**config.mk**
```make
export PLATFORM = sky130hd
export DESIGN_NAME = oc_channel
export DESIGN_NICKNAME = d
export VERILOG_FILES = /design/src/rtl/oc_pkg.sv /design/src/rtl/oc_regs.sv /design/src/rtl/oc_sched.sv /design/src/rtl/oc_pin.sv /design/src/rtl/oc_channel.sv
export SDC_FILE = /design/constraint.sdc
export NUM_CORES = 1
export LEC_CHECK = 0
export CORE_ASPECT_RATIO = 0.9
export CORE_MARGIN = 3
export CORE_UTILIZATION = 25
export CTS_CLUSTER_SIZE = 28
export DETAILED_ROUTE_END_ITERATION = 8
export DONT_BUFFER_PORTS = 1
export GPL_TIMING_DRIVEN = 0
export HOLD_SLACK_MARGIN = 0.06
export PLACE_DENSITY_LB_ADDON = 0.3
export SYNTH_ARGS = -nofsm -noshare
export SYNTH_HDL_FRONTEND = slang
export SYNTH_SLANG_ARGS = --single-unit
export TNS_END_PERCENT = 100
```
**constraint.sdc**
```tcl
create_clock -name clk -period 3.3 [get_ports clk]
set_input_delay 0.495 -clock clk [delete_from_list [all_inputs] [get_ports clk]]
set_output_delay 0.495 -clock clk [all_outputs]
set_load 0.02 [all_outputs]
```
**src/rtl/oc_pkg.sv**
```systemverilog
package oc_pkg;
  localparam logic [1:0] REQ_NONE   = 2'b00;
  localparam logic [1:0] REQ_SINGLE = 2'b01;
  localparam logic [1:0] REQ_RSVD   = 2'b10;
  localparam logic [1:0] REQ_CONT   = 2'b11;

  localparam logic [1:0] ACT_KEEP   = 2'b00;
  localparam logic [1:0] ACT_HIGH   = 2'b01;
  localparam logic [1:0] ACT_LOW    = 2'b10;
  localparam logic [1:0] ACT_TOGGLE = 2'b11;

  localparam logic [2:0] ADDR_CTRL   = 3'd0;
  localparam logic [2:0] ADDR_OFFSET = 3'd1;
  localparam logic [2:0] ADDR_REF    = 3'd2;
  localparam logic [2:0] ADDR_PERIOD = 3'd3;
  localparam logic [2:0] ADDR_REQ    = 3'd4;

  typedef struct packed {
    logic [1:0] prio;
    logic       snap_only;
    logic       tb_sel;
    logic [1:0] act;
  } ctrl_t;
endpackage

```
**src/rtl/oc_regs.sv**
```systemverilog
module oc_regs
  import oc_pkg::*;
#(
  parameter int TW = 16,
  parameter int AW = 3
) (
  input  logic          clk,
  input  logic          rst_n,
  input  logic          wr_en,
  input  logic [AW-1:0] wr_addr,
  input  logic [TW-1:0] wr_data,
  input  logic          req_take,
  output ctrl_t         ctrl,
  output logic [TW-1:0] offset,
  output logic [TW-1:0] ref_time,
  output logic [TW-1:0] period,
  output logic [1:0]    req
);
  localparam int CW = $bits(ctrl_t);

  logic sel_ctrl, sel_off, sel_ref, sel_per, sel_req, req_accept;

  assign sel_ctrl   = wr_en && (wr_addr == AW'(ADDR_CTRL));
  assign sel_off    = wr_en && (wr_addr == AW'(ADDR_OFFSET));
  assign sel_ref    = wr_en && (wr_addr == AW'(ADDR_REF));
  assign sel_per    = wr_en && (wr_addr == AW'(ADDR_PERIOD));
  assign sel_req    = wr_en && (wr_addr == AW'(ADDR_REQ));
  assign req_accept = sel_req && (req == REQ_NONE);

  always_ff @(posedge clk) begin
    if (!rst_n) begin
      ctrl     <= '0;
      offset   <= '0;
      ref_time <= '0;
      period   <= '0;
      req      <= REQ_NONE;
    end else begin
      if (sel_ctrl) ctrl     <= ctrl_t'(wr_data[CW-1:0]);
      if (sel_off)  offset   <= wr_data;
      if (sel_ref)  ref_time <= wr_data;
      if (sel_per)  period   <= wr_data;
      if (req_take)        req <= REQ_NONE;
      else if (req_accept) req <= wr_data[1:0];
    end
  end

  AST_REQ_CLEARED: assert property (@(posedge clk) disable iff (!rst_n)
    req_take |=> (req == REQ_NONE));

  AST_REQ_HELD_NO_PRIO: assert property (@(posedge clk) disable iff (!rst_n)
    (req != REQ_NONE && ctrl.prio == 2'b00) |=> (req == $past(req)));

  AST_BUSY_WRITE_IGNORED: assert property (@(posedge clk) disable iff (!rst_n)
    (sel_req && req != REQ_NONE && !req_take) |=> (req == $past(req)));
endmodule

```
**src/rtl/oc_sched.sv**
```systemverilog
module oc_sched
  import oc_pkg::*;
#(
  parameter int TW = 16
) (
  input  logic          clk,
  input  logic          rst_n,
  input  ctrl_t         ctrl,
  input  logic [TW-1:0] offset,
  input  logic [TW-1:0] ref_time,
  input  logic [TW-1:0] period,
  input  logic [1:0]    req,
  input  logic [TW-1:0] tcr1,
  input  logic [TW-1:0] tcr2,
  output logic          req_take,
  output logic          hit,
  output logic          cont,
  output logic [TW-1:0] snap1,
  output logic [TW-1:0] snap2,
  output logic [TW-1:0] match_time,
  output logic          irq
);
  function automatic logic [TW-1:0] add_mod(input logic [TW-1:0] a, input logic [TW-1:0] b);
    return a + b;
  endfunction

  logic          armed;
  logic [TW-1:0] cmp;
  logic [TW-1:0] tb_now;
  logic          take_single, snap_event, load_event;

  assign req_take    = (req != REQ_NONE) && (ctrl.prio != 2'b00);
  assign take_single = req_take && (req == REQ_SINGLE);
  assign snap_event  = take_single && ctrl.snap_only;
  assign load_event  = req_take && ((req == REQ_CONT) || (req == REQ_SINGLE && !ctrl.snap_only));
  assign tb_now      = ctrl.tb_sel ? tcr2 : tcr1;
  assign hit         = armed && (tb_now == cmp) && !load_event;

  always_ff @(posedge clk) begin
    if (!rst_n) begin
      armed      <= 1'b0;
      cont       <= 1'b0;
      cmp        <= '0;
      snap1      <= '0;
      snap2      <= '0;
      match_time <= '0;
      irq        <= 1'b0;
    end else begin
      irq <= hit || snap_event;
      if (take_single) begin
        snap1 <= tcr1;
        snap2 <= tcr2;
      end
      if (load_event) begin
        cmp   <= add_mod(ref_time, offset);
        armed <= 1'b1;
        cont  <= (req == REQ_CONT);
      end else if (hit) begin
        match_time <= tb_now;
        if (cont) cmp <= add_mod(cmp, period);
        else      armed <= 1'b0;
      end
    end
  end

  AST_SNAPSHOT: assert property (@(posedge clk) disable iff (!rst_n)
    take_single |=> (snap1 == $past(tcr1) && snap2 == $past(tcr2)));

  AST_MATCH_RECORD: assert property (@(posedge clk) disable iff (!rst_n)
    hit |=> (irq && match_time == $past(cmp)));

  AST_ONE_SHOT: assert property (@(posedge clk) disable iff (!rst_n)
    (hit && !cont) |=> !armed);

  AST_SNAP_ONLY_IRQ: assert property (@(posedge clk) disable iff (!rst_n)
    (snap_event && !load_event) |=> irq);

  AST_CONT_REARM: assert property (@(posedge clk) disable iff (!rst_n)
    (hit && cont) |=> (armed && cmp == add_mod($past(cmp), $past(period))));

  AST_COLLIDE_DROP: assert property (@(posedge clk) disable iff (!rst_n)
    load_event |=> (!irq && $stable(match_time)));
endmodule

```
**src/rtl/oc_pin.sv**
```systemverilog
module oc_pin
  import oc_pkg::*;
(
  input  logic       clk,
  input  logic       rst_n,
  input  logic       hit,
  input  logic       cont,
  input  logic [1:0] act,
  output logic       pin
);
  function automatic logic pin_next(input logic cur, input logic [1:0] a, input logic c);
    if (c) return !cur;
    case (a)
      ACT_HIGH:   return 1'b1;
      ACT_LOW:    return 1'b0;
      ACT_TOGGLE: return !cur;
      default:    return cur;
    endcase
  endfunction

  always_ff @(posedge clk) begin
    if (!rst_n)   pin <= 1'b0;
    else if (hit) pin <= pin_next(pin, act, cont);
  end

  AST_CONT_TOGGLE: assert property (@(posedge clk) disable iff (!rst_n)
    (hit && cont) |=> (pin != $past(pin)));

  AST_PIN_QUIET: assert property (@(posedge clk) disable iff (!rst_n)
    !hit |=> $stable(pin));

  AST_PIN_HIGH: assert property (@(posedge clk) disable iff (!rst_n)
    (hit && !cont && act == ACT_HIGH) |=> pin);
endmodule

```
**src/rtl/oc_channel.sv**
```systemverilog
module oc_channel
  import oc_pkg::*;
#(
  parameter int TW = 16,
  parameter int AW = 3
) (
  input  logic          clk,
  input  logic          rst_n,
  input  logic          wr_en,
  input  logic [AW-1:0] wr_addr,
  input  logic [TW-1:0] wr_data,
  input  logic [TW-1:0] tcr1,
  input  logic [TW-1:0] tcr2,
  output logic [1:0]    req_o,
  output logic [TW-1:0] snap1_o,
  output logic [TW-1:0] snap2_o,
  output logic [TW-1:0] match_time_o,
  output logic          pin_o,
  output logic          irq_o
);
  ctrl_t         ctrl;
  logic [TW-1:0] offset, ref_time, period;
  logic          req_take, hit, cont;

  oc_regs #(.TW(TW), .AW(AW)) u_regs (
    .clk(clk), .rst_n(rst_n), .wr_en(wr_en), .wr_addr(wr_addr), .wr_data(wr_data),
    .req_take(req_take), .ctrl(ctrl), .offset(offset), .ref_time(ref_time),
    .period(period), .req(req_o)
  );

  oc_sched #(.TW(TW)) u_sched (
    .clk(clk), .rst_n(rst_n), .ctrl(ctrl), .offset(offset), .ref_time(ref_time),
    .period(period), .req(req_o), .tcr1(tcr1), .tcr2(tcr2), .req_take(req_take),
    .hit(hit), .cont(cont), .snap1(snap1_o), .snap2(snap2_o),
    .match_time(match_time_o), .irq(irq_o)
  );

  oc_pin u_pin (
    .clk(clk), .rst_n(rst_n), .hit(hit), .cont(cont), .act(ctrl.act), .pin(pin_o)
  );

  AST_RESET_QUIET: assert property (@(posedge clk)
    !rst_n |=> (req_o == REQ_NONE && !irq_o && !pin_o));

  AST_IRQ_SOURCE: assert property (@(posedge clk) disable iff (!rst_n)
    $rose(irq_o) |-> ($past(hit) || $past(req_take)));
endmodule

```
==> results of run 1 <==
[per-stage QoR]
| stage | instance area, um^2 | util [%] | total power (W) | worst slack [ns] | std cells |
|---|---|---|---|---|---|
| floorplan | 6310 | - | 0.001666 | 0.8731 | 787 |
| global placement | 6730 | 27.44 | 0.001714 | 0.3708 | 1123 |
| detailed placement | 6730 | 27.44 | 0.001715 | 0.4503 | 1123 |
| CTS | 7360 | 30.01 | 0.003699 | 0.4068 | 1153 |
| global route | 7360 | 30.01 | 0.003773 | 0.2038 | 1153 |
| finish | 7360 | 30.01 | 0.003661 | 0.3857 | 1153 |
[sequential cells by signal, summed over array words and instances, names as in the netlist]
name and cells:
u_regs.offset 16, u_regs.period 16, u_regs.ref_time 16, u_sched.cmp 16, u_sched.match_time 16, u_sched.snap1 16
u_sched.snap2 16, u_regs.ctrl 6, u_regs.req 2, u_pin.pin 1, u_sched.armed 1, u_sched.cont 1
u_sched.irq 1
[area by class of cell]
type                            instances  area [um^2]  share of cell area, %
Tap cell                              336        420.4                  5.712
Buffer                                 43        193.9                  2.635
Inverter                               14        52.55                 0.7140
Clock inverter                          5        103.9                  1.411
Sequential cell                       124         2482                  33.73
Clock buffer                           25        525.5                  7.140
Multi-Input combinational cell        606         3581                  48.66
[critical path, cell delays in order, from the launching register on]
cell and delay (ns):
dfxtp_1 0.34, ha_1 0.37, o21ai_0 0.13, o21bai_1 0.24, o22a_1 0.25, a21oi_1 0.12, o311ai_0 0.75, mux2i_1 0.31
mux2i_1 0.10, a31o_1 0.18
[cell families after synthesis]
family / count (synthesis) / synth area share [%]
adder cells (fa/ha/maj): 34 / 6.980
buffers and inverters: 57 / 3.906
multiplexers: 33 / 5.255
XOR/XNOR: 38 / 5.275
flip-flops: 124 / 39.34
AO/OA/AOI/OAI: 218 / 19.79
AND/OR/NAND/NOR: 283 / 19.45
[synthesized netlist by cell type (6+ instances only)]
master / number
a21oi_1: 121
clkbuf_1: 35
mux2i_1: 32
nor4_1: 8
ha_1: 32
nor3_1: 9
nand2_1: 180
or3_1: 17
a21o_1: 6
dfxtp_1: 124
nand3_1: 10
a311oi_1: 8
inv_1: 14
nor2_1: 38
a211oi_1: 10
xnor2_1: 34
o21ai_0: 43
[metal layers]
metal / wire length (um) / up-vias
met4: 295 / 0
li1: - / 2771
met1: 9796 / 2581
met2: 8751 / 155
met3: 1339 / 24
met5: 0 / -
[where the power goes]
part / total, W / switching [W] / internal, W
registers: 0.00153 / 0.0000122 / 0.00151
clock network: 0.00198 / 0.000657 / 0.00132
logic: 0.000157 / 0.000104 / 0.0000531
total: 0.00366 / 0.000773 / 0.00289
[worst max path at each step]
stage                         from         endpoint  slack [ns]  cells after the start
CTS                 u_sched.cmp[0]  u_sched.cmp[14]        0.41                     10
finish              u_sched.cmp[2]  u_sched.cmp[15]        0.39                      9
global route        u_sched.cmp[0]  u_sched.cmp[14]        0.20                     10
floorplan           u_sched.cmp[0]  u_sched.cmp[14]        0.87                     10
detailed placement  u_sched.cmp[0]  u_sched.cmp[14]        0.45                     10
global placement    u_sched.cmp[0]  u_sched.cmp[14]        0.37                     10
==> results.toml, run 1 <==
[status]
outcome = "finished clean"

[power]
p_per_area_nw_per_um2 = 497.5
irDropWorstVdd_mv = 0.3435
p_leak_nw = 2.541

[run]
maxCapViolCount = 0

[synthesis]
synth-edff-count = 0
yosys_warnings = 0
syn-num-nets = 875
ys_types = 50
ys_ff_latch = 124
synth.area.top_cells = "dfxtp_1 (39%), nand2_1 (11%), a21oi_1 (9.6%)"
ys_seq_area_share_pct = 39.34
syn_area_um2 = 6310
synthFlopType = "dfxtp_1"
synth_cells = 787
synthArstFlopShare_pct = 0
yosysTopAreaCellShare_pct = 39.34
syn_avg_cell_area_um2 = 8.018
synth.largest_area_cell = "dfxtp_1"

[die]
die_h_um = 156.7
dieWidth_um = 173.5
core.rowCount = 54
io-pin-count = 106
start_util_pct = 25.73
die-area_um2 = 27180
core-area_um2 = 24530

[sta]
setup_tns_ns = 0
whs_ns = 0.2064
finalSetupViolations = 0
period_needed_ns = 2.914
hold_violations = 0
tightest_slew_ns = 1.159
rsz0062_at_grt = "false"
slew_headroom_pct = 22.55
fmax_ghz = 0.3431
maxSlewViolCount = 0
period_share_pct = 88.31
fin_skew_ns = 0.007531

[clocking]
cts-resized-gates = 0
root_buffer = "clkbuf_16"
clkSinkCount = 124
insertion_delay_ns = 0.42
clk_transition_reported_paths_ns = 0.06
post_cts_buffers = 0
cts_max_level = 4
numCtsBuffers = 17
clk_path_buf_depth = 2
cts_hold_buf = 0
tritoncts = "done"

[min_path]
whs_endpoint = "u_sched.snap2[8]"
hold_depth = 2
min_path_type = "in2reg"
holdCritStartpoint = "tcr2[8]"

[route]
remaining_drc_errors = 0
route.vias.total = 5531
drt_first_iter_violations = 425
routed_wl_um = 20180
drtAntennaViolNets = 0
avgViaCountPerCell = 4.797
wl_per_cell_um = 17.50
firstDrtPassIters = 7

[place]
gp_congestion = 0.8450
place_hpwl_um = 15850
port_buffers = 0

[final_layout]
drive_gt1_share_pct = 5.141
final_common_cell = "nand2_1"
n_antenna_cell = 0
n_fill_cell = 2644
fin_nets = 894
area_delta_synth_final_pct = 16.64
final_cell_mix = "nand2_1 (180), dfxtp_1 (124), a21oi_1 (121)"

[worst_setup_path]
r2r_start = "u_sched.cmp[2]"
critical_path_arrival_ns = 3.22
startpoint_type = "register"
reg2regPathDepth = 9
crit_required_ns = 3.61
cp_max_fo = 5
crit_type = "reg2reg"
rrSetupSlack_ns = 0.39
worstReg2RegEnd = "u_sched.cmp[15]"
critPathCaptureType = "register"

[grt]
antenna_found_initial = 0
grt_max_degree = 17
busiest_layer = "met2"
grt_pass1_vias = 5310
track_usage_pct = 14.65
grt_pass1_wl_um = 30940
grtUsageMet2_pct = 22.32
use_met3_pct = 4.609
grt_overflow = 0
met1_usage_pct = 19.95
Power figures use the tool's default switching activity.
==> run 2: changes to the inputs <==
--- a/config.mk
+++ b/config.mk
@@ -5,6 +5,7 @@
 export SDC_FILE = /design/constraint.sdc
 export NUM_CORES = 1
 export LEC_CHECK = 0
+export ABC_AREA = 1
 export CORE_ASPECT_RATIO = 0.9
 export CORE_MARGIN = 3
 export CORE_UTILIZATION = 25
==> results.toml, run 2 <==
[synthesis]
synth.area.top_cells = "dfxtp_1 (35%), nand2_1 (13%), nor2_1 (11%)"
ys_types = 40
yosysMostFrequentCell = "nand2_1"
ys_ff_latch = 124
syn_area_um2 = 7121
synthArstFlopShare_pct = 0
syn-num-nets = 1178
yosysTopAreaCellShare_pct = 34.86
synth-edff-count = 0
synth_cells = 1090
ys_seq_area_share_pct = 34.86
syn_avg_cell_area_um2 = 6.533
synth_common_cells = "nand2_1 (255), nor2_1 (212), dfxtp_1 (124), o21ai_0 (110), inv_1 (109)"
synth.largest_area_cell = "dfxtp_1"
synthFlopType = "dfxtp_1"
yosys_warnings = 0

[min_path]
whs_endpoint = "u_regs.ref_time[3]"
holdCritStartpoint = "wr_data[3]"
hold_depth = 2
min_path_type = "in2reg"

[die]
die_h_um = 166.1
io-pin-count = 106
start_util_pct = 25.87
dieWidth_um = 183.9
die-area_um2 = 30550
core-area_um2 = 27530
core.rowCount = 57

[sta]
maxSlewViolCount = 0
whs_ns = 0.2078
tightest_slew_ns = 0.7599
rsz0062_at_grt = "false"
fin_skew_ns = 0.003659
setup_tns_ns = 0
period_share_pct = 69.10
period_needed_ns = 2.280
fmax_ghz = 0.4386
hold_violations = 0
finalSetupViolations = 0
slew_headroom_pct = 48.95

[worst_setup_path]
crit_path_max_incr_delay_ns = 0.32
r2r_start = "u_regs.ctrl[2]"
crit_type = "reg2reg"
critPathCaptureType = "register"
worstReg2RegEnd = "u_sched.match_time[13]"
cp_max_fo = 10
critPathSlowestCell = "dfxtp_1"
startpoint_type = "register"
rrSetupSlack_ns = 1.02
cp_cell_sequence = "buf_6 -> inv_8 -> buf_12 -> nand2_4 -> nand2_2 -> nand2_1 -> nand2_1 -> nor2_1 -> nand2_1 -> nor2_1 -> nand4_2 -> buf_2 -> o21ai_0 -> nor2_1"
crit_required_ns = 3.61
critical_path_arrival_ns = 2.59
reg2regPathDepth = 14

[grt]
grt_pass1_wl_um = 36240
grt_max_degree = 17
antenna_found_initial = 0
grt_overflow = 0
grt_pass1_vias = 6494
track_usage_pct = 14.99

[power]
p_per_area_nw_per_um2 = 429.7
p_leak_nw = 3.815
irDropWorstVdd_mv = 0.3429

[run]
maxCapViolCount = 0

[clocking]
cts-resized-gates = 0
cts_hold_buf = 0
clk_path_buf_depth = 2
clkSinkCount = 124
tritoncts = "done"
post_cts_buffers = 0
insertion_delay_ns = 0.42
numCtsBuffers = 17
clk_transition_reported_paths_ns = 0.06
root_buffer = "clkbuf_16"
cts_max_level = 4

[status]
outcome = "finished clean"

[final_layout]
final_area_um2 = 8080
drive_gt1_share_pct = 7.679
fin_nets = 1197
area_delta_synth_final_pct = 13.48
final_common_cell = "nand2_1"
n_fill_cell = 3079
final_cell_mix = "nand2_1 (255), nor2_1 (212), dfxtp_1 (124)"
n_antenna_cell = 0

[place]
dpl_cell_area_um2 = 7564
gp_congestion = 0.9001
place_hpwl_um = 18130
port_buffers = 0

[route]
avgViaCountPerCell = 4.609
remaining_drc_errors = 0
drt_first_iter_violations = 474
drtAntennaViolNets = 0
firstDrtPassIters = 5
routed_wl_um = 22400
route.vias.total = 6793
wl_per_cell_um = 15.19
run 2: changes by cell type in the layout (fill, tap and decap cells not counted), moves of 9 or more:
cell	delta
nand2_2	+11
nor2_1	+174
mux2i_1	-32
a211oi_1	-9
or3_1	-17
o21ai_0	+67
xnor2_1	-30
a21oi_1	-64
inv_1	+95
nand3_1	+56
nand2_1	+75
nor2_2	+16
run 2: per-layer routing:
metal | part of all wire [%] | global-route usage [%] | wire length [um] | up-vias
met5 | 0 | 0 | 0 | -
met4 | 1.3 | 3.845 | 293 | 0
met3 | 6.4 | 4.074 | 1424 | 19
met2 | 42 | 22.09 | 9500 | 165
met1 | 50 | 21.58 | 11180 | 3094
li1 | - | - | - | 3515
run 2: cells by family after synthesis:
| kind of cell | count (synthesis) | share of synthesized area, % |
|---|---|---|
| mux | 1 | 0.1581 |
| fa+ha+maj | 34 | 6.185 |
| flops | 124 | 34.86 |
| buf+inv | 149 | 8.891 |
| simple gates | 596 | 36.04 |
| compound gates | 179 | 12.79 |
| xor+xnor | 7 | 1.072 |
run 2: layout make-up:
cell class	instances	area [um^2]	share of cell area, %
clock buffers	19	442.9	5.482
flip-flops and latches	124	2482	30.72
clock inverters	11	73.82	0.9136
inverters	111	424.2	5.249
multi-input cells	817	4005	49.57
well taps	354	442.9	5.482
plain buffers	38	209.0	2.586
run 2: per-stage QoR:
stage          util, %  worst slack [ns]  std cells  power (W)
2_1_floorplan        -             1.339       1090   0.001757
3_3_place_gp     27.47            0.9961       1444   0.001819
3_5_place_dp     27.47            0.9453       1444   0.001821
4_1_cts          29.35            0.9883       1474   0.003502
5_1_grt          29.35            0.7318       1474   0.003612
6_report         29.35             1.020       1474   0.003472
run 2: worst max-delay path by stage:
stage                                   endpoint              from  slack (ns)  cells past startpoint
final                     u_sched.match_time[13]    u_regs.ctrl[2]        1.02                     14
after global routing      u_sched.match_time[13]     u_regs.req[1]        0.73                      8
after CTS                 u_sched.match_time[13]     u_regs.req[1]        0.99                      8
after global placement       u_regs.ref_time[11]             wr_en         1.0                      8
after detailed placement      u_regs.ref_time[7]             wr_en        0.95                      8
after floorplan                   u_sched.cmp[6]  u_regs.period[0]        1.34                     13
run 2: power breakdown:
| part | switching, W | internal (W) | leakage [nW] |
|---|---|---|---|
| Sequential | 0.0000209 | 0.00152 | 1.00 |
| Combinational | 0.000164 | 0.0000818 | 2.56 |
| Clock | 0.000716 | 0.000965 | 0.251 |
run 2: worst max-delay path, delay by kind of cell (launching register included):
kind | cells | cell delay, ns
flip-flops | 1 | 0.32
AO/OA/AOI/OAI | 1 | 0.26
buffers and inverters | 4 | 0.63
AND/OR/NAND/NOR | 9 | 0.94
==> run 3: changes to the inputs <==
==> constraint.sdc (replaced) <==
create_clock -name clk -period 1.8 [get_ports clk]
set_input_delay 0.27 -clock clk [delete_from_list [all_inputs] [get_ports clk]]
set_output_delay 0.27 -clock clk [all_outputs]
set_load 0.02 [all_outputs]
==> results.toml, run 3 (synthesis results as in run 2) <==
[sta]
tightest_slew_ns = 0.7212
setup_ws_ns = -0.2247
fmax_ghz = 0.4939
period_needed_ns = 2.025
whs_ns = 0.07433
finalSetupViolations = 35
fin_skew_ns = 0.006665
hold_violations = 0
rsz0062_at_grt = "true"
maxSlewViolCount = 0
period_share_pct = 112.5
slew_headroom_pct = 51.92

[route]
drtAntennaViolNets = 0
route.vias.total = 7217
remaining_drc_errors = 0
firstDrtPassIters = 5
avgViaCountPerCell = 4.680
wl_per_cell_um = 15.47
drt_first_iter_violations = 449
routed_wl_um = 23850

[worst_setup_path]
crit_required_ns = 2.16
crit_type = "reg2reg"
critical_path.top_delay_family = "simple AND/OR/NAND/NOR gates"
critical_path_arrival_ns = 2.38
reg2regPathDepth = 14
cp_num_buf_inv = 4
startpoint_type = "register"
critPathSlowestCell = "dfxtp_4"
critPathCaptureType = "register"
crit_top_cell = "nor2_1"
cp_cell_sequence = "buf_12 -> inv_8 -> buf_12 -> nand2_4 -> nand3_1 -> nand2_1 -> nor2_1 -> nand2_2 -> nor2_4 -> nand3_4 -> nor2_8 -> buf_6 -> nor2_1 -> nor2_1"
crit_path_max_incr_delay_ns = 0.36
cp_max_fo = 7
cp.depth = 14

[place]
port_buffers = 0
dpl_cell_area_um2 = 7581
place_hpwl_um = 18140
dp_cells = 1444
gp_congestion = 0.8966

[min_path]
min_path_type = "in2reg"
hold_depth = 4

[clocking]
clk_transition_reported_paths_ns = 0.06
root_buffer = "clkbuf_16"
clk_path_buf_depth = 2
clkSinkCount = 124
cts_max_level = 4
tritoncts = "done"
insertion_delay_ns = 0.42
numCtsBuffers = 17

[grt]
grt_pass1_vias = 6998
antenna_found_initial = 0
grt_max_degree = 17
grt_overflow = 0
track_usage_pct = 15.74
grt_pass1_wl_um = 38300

[die]
core-area_um2 = 27530
die-area_um2 = 30550
io-pin-count = 106
dieWidth_um = 183.9
die_h_um = 166.1
core.rowCount = 57
start_util_pct = 25.87

[final_layout]
final_common_cell = "nand2_1"
drive_gt1_share_pct = 15.57
final_area_um2 = 9263
n_antenna_cell = 0
area_delta_synth_final_pct = 30.08
finish.utilization_pct = 33.65
layoutNonFillerInstCount = 1542
final_cell_mix = "nand2_1 (219), nor2_1 (205), dfxtp_1 (118)"
n_fill_cell = 2973
fin_nets = 1263

[status]
outcome = "finished, violations left"
violations = "negative setup slack"

[power]
switching_share_pct = 23.40
pwr-share-clk_pct = 52.7
irDropWorstVdd_mv = 0.6290
p_leak_nw = 4.301
intPower_w = 0.005612
p_switching_w = 0.001715
p_per_area_nw_per_um2 = 791.0
seq_power_share_pct = 38.7
power_frac_comb_pct = 8.6

[run]
maxCapViolCount = 0
run 3: worst min-delay path: stages:
cell and delay [ns]:
nand2_1 0.04, nor3_1 0.05, nand2_1 0.05, a21oi_1 0.05
run 3: layer usage:
layer	GRT usage [%]	routed length [um]
met1	22.07	11540
met5	0	0
met3	3.789	1492
met4	5.488	585
met2	23.55	10240
run 3: worst paths after layout:
kind,start,endpoint,slack (ns)
hold reg to reg,u_regs.period[2],u_regs.period[2],0.45
setup / recovery,u_regs.ctrl[2],u_sched.match_time[12],-0.22
hold / removal,wr_addr[2],u_regs.req[1],0.07
setup reg to reg,u_regs.ctrl[2],u_sched.match_time[12],-0.22
run 3: stage by stage:
| stage | total power, W | setup TNS, ns | worst slack (ns) |
|---|---|---|---|
| after CTS | 0.007362 | -5.930 | -0.2340 |
| final | 0.007327 | -5.843 | -0.2247 |
| after floorplan | 0.003221 | 0 | 0.004578 |
| after global routing | 0.007585 | -9.147 | -0.3135 |
| after detailed placement | 0.003339 | -20.83 | -0.4484 |
| after global placement | 0.003336 | -19.30 | -0.4281 |
run 3: timing repair:
| item | CTS | global route |
|---|---|---|
| hold buffers | 48 | 0 |
| pin swaps | 12 | 22 |
| setup buffers | 12 | 1 |
| setup endpoints to repair | 68 | 78 |
| cloned | 4 | 2 |
| gates resized for setup | 61 | 63 |
| hold endpoints to repair | 86 | 0 |
run 3: cell type report:
class,instances,area [um^2],area share [%]
multi-input combinational,817,4289,46.31
inverter,111,425.4,4.593
tap,354,442.9,4.782
timing repair buffer,65,698.2,7.537
sequential,124,2492,26.91
clock buffer,21,470.5,5.079
buffer,38,244.0,2.634
timing repair inverter,1,11.26,0.1216
clock inverter,11,188.9,2.040
run 3: power groups by stage:
stage	logic [W]	clock network, W	registers [W]
global route	0.000701	0.00404	0.00284
floorplan	0.000340	0	0.00288
detailed placement	0.000447	0	0.00289
global placement	0.000444	0	0.00289
CTS	0.000600	0.00393	0.00283
finish	0.000629	0.00386	0.00283
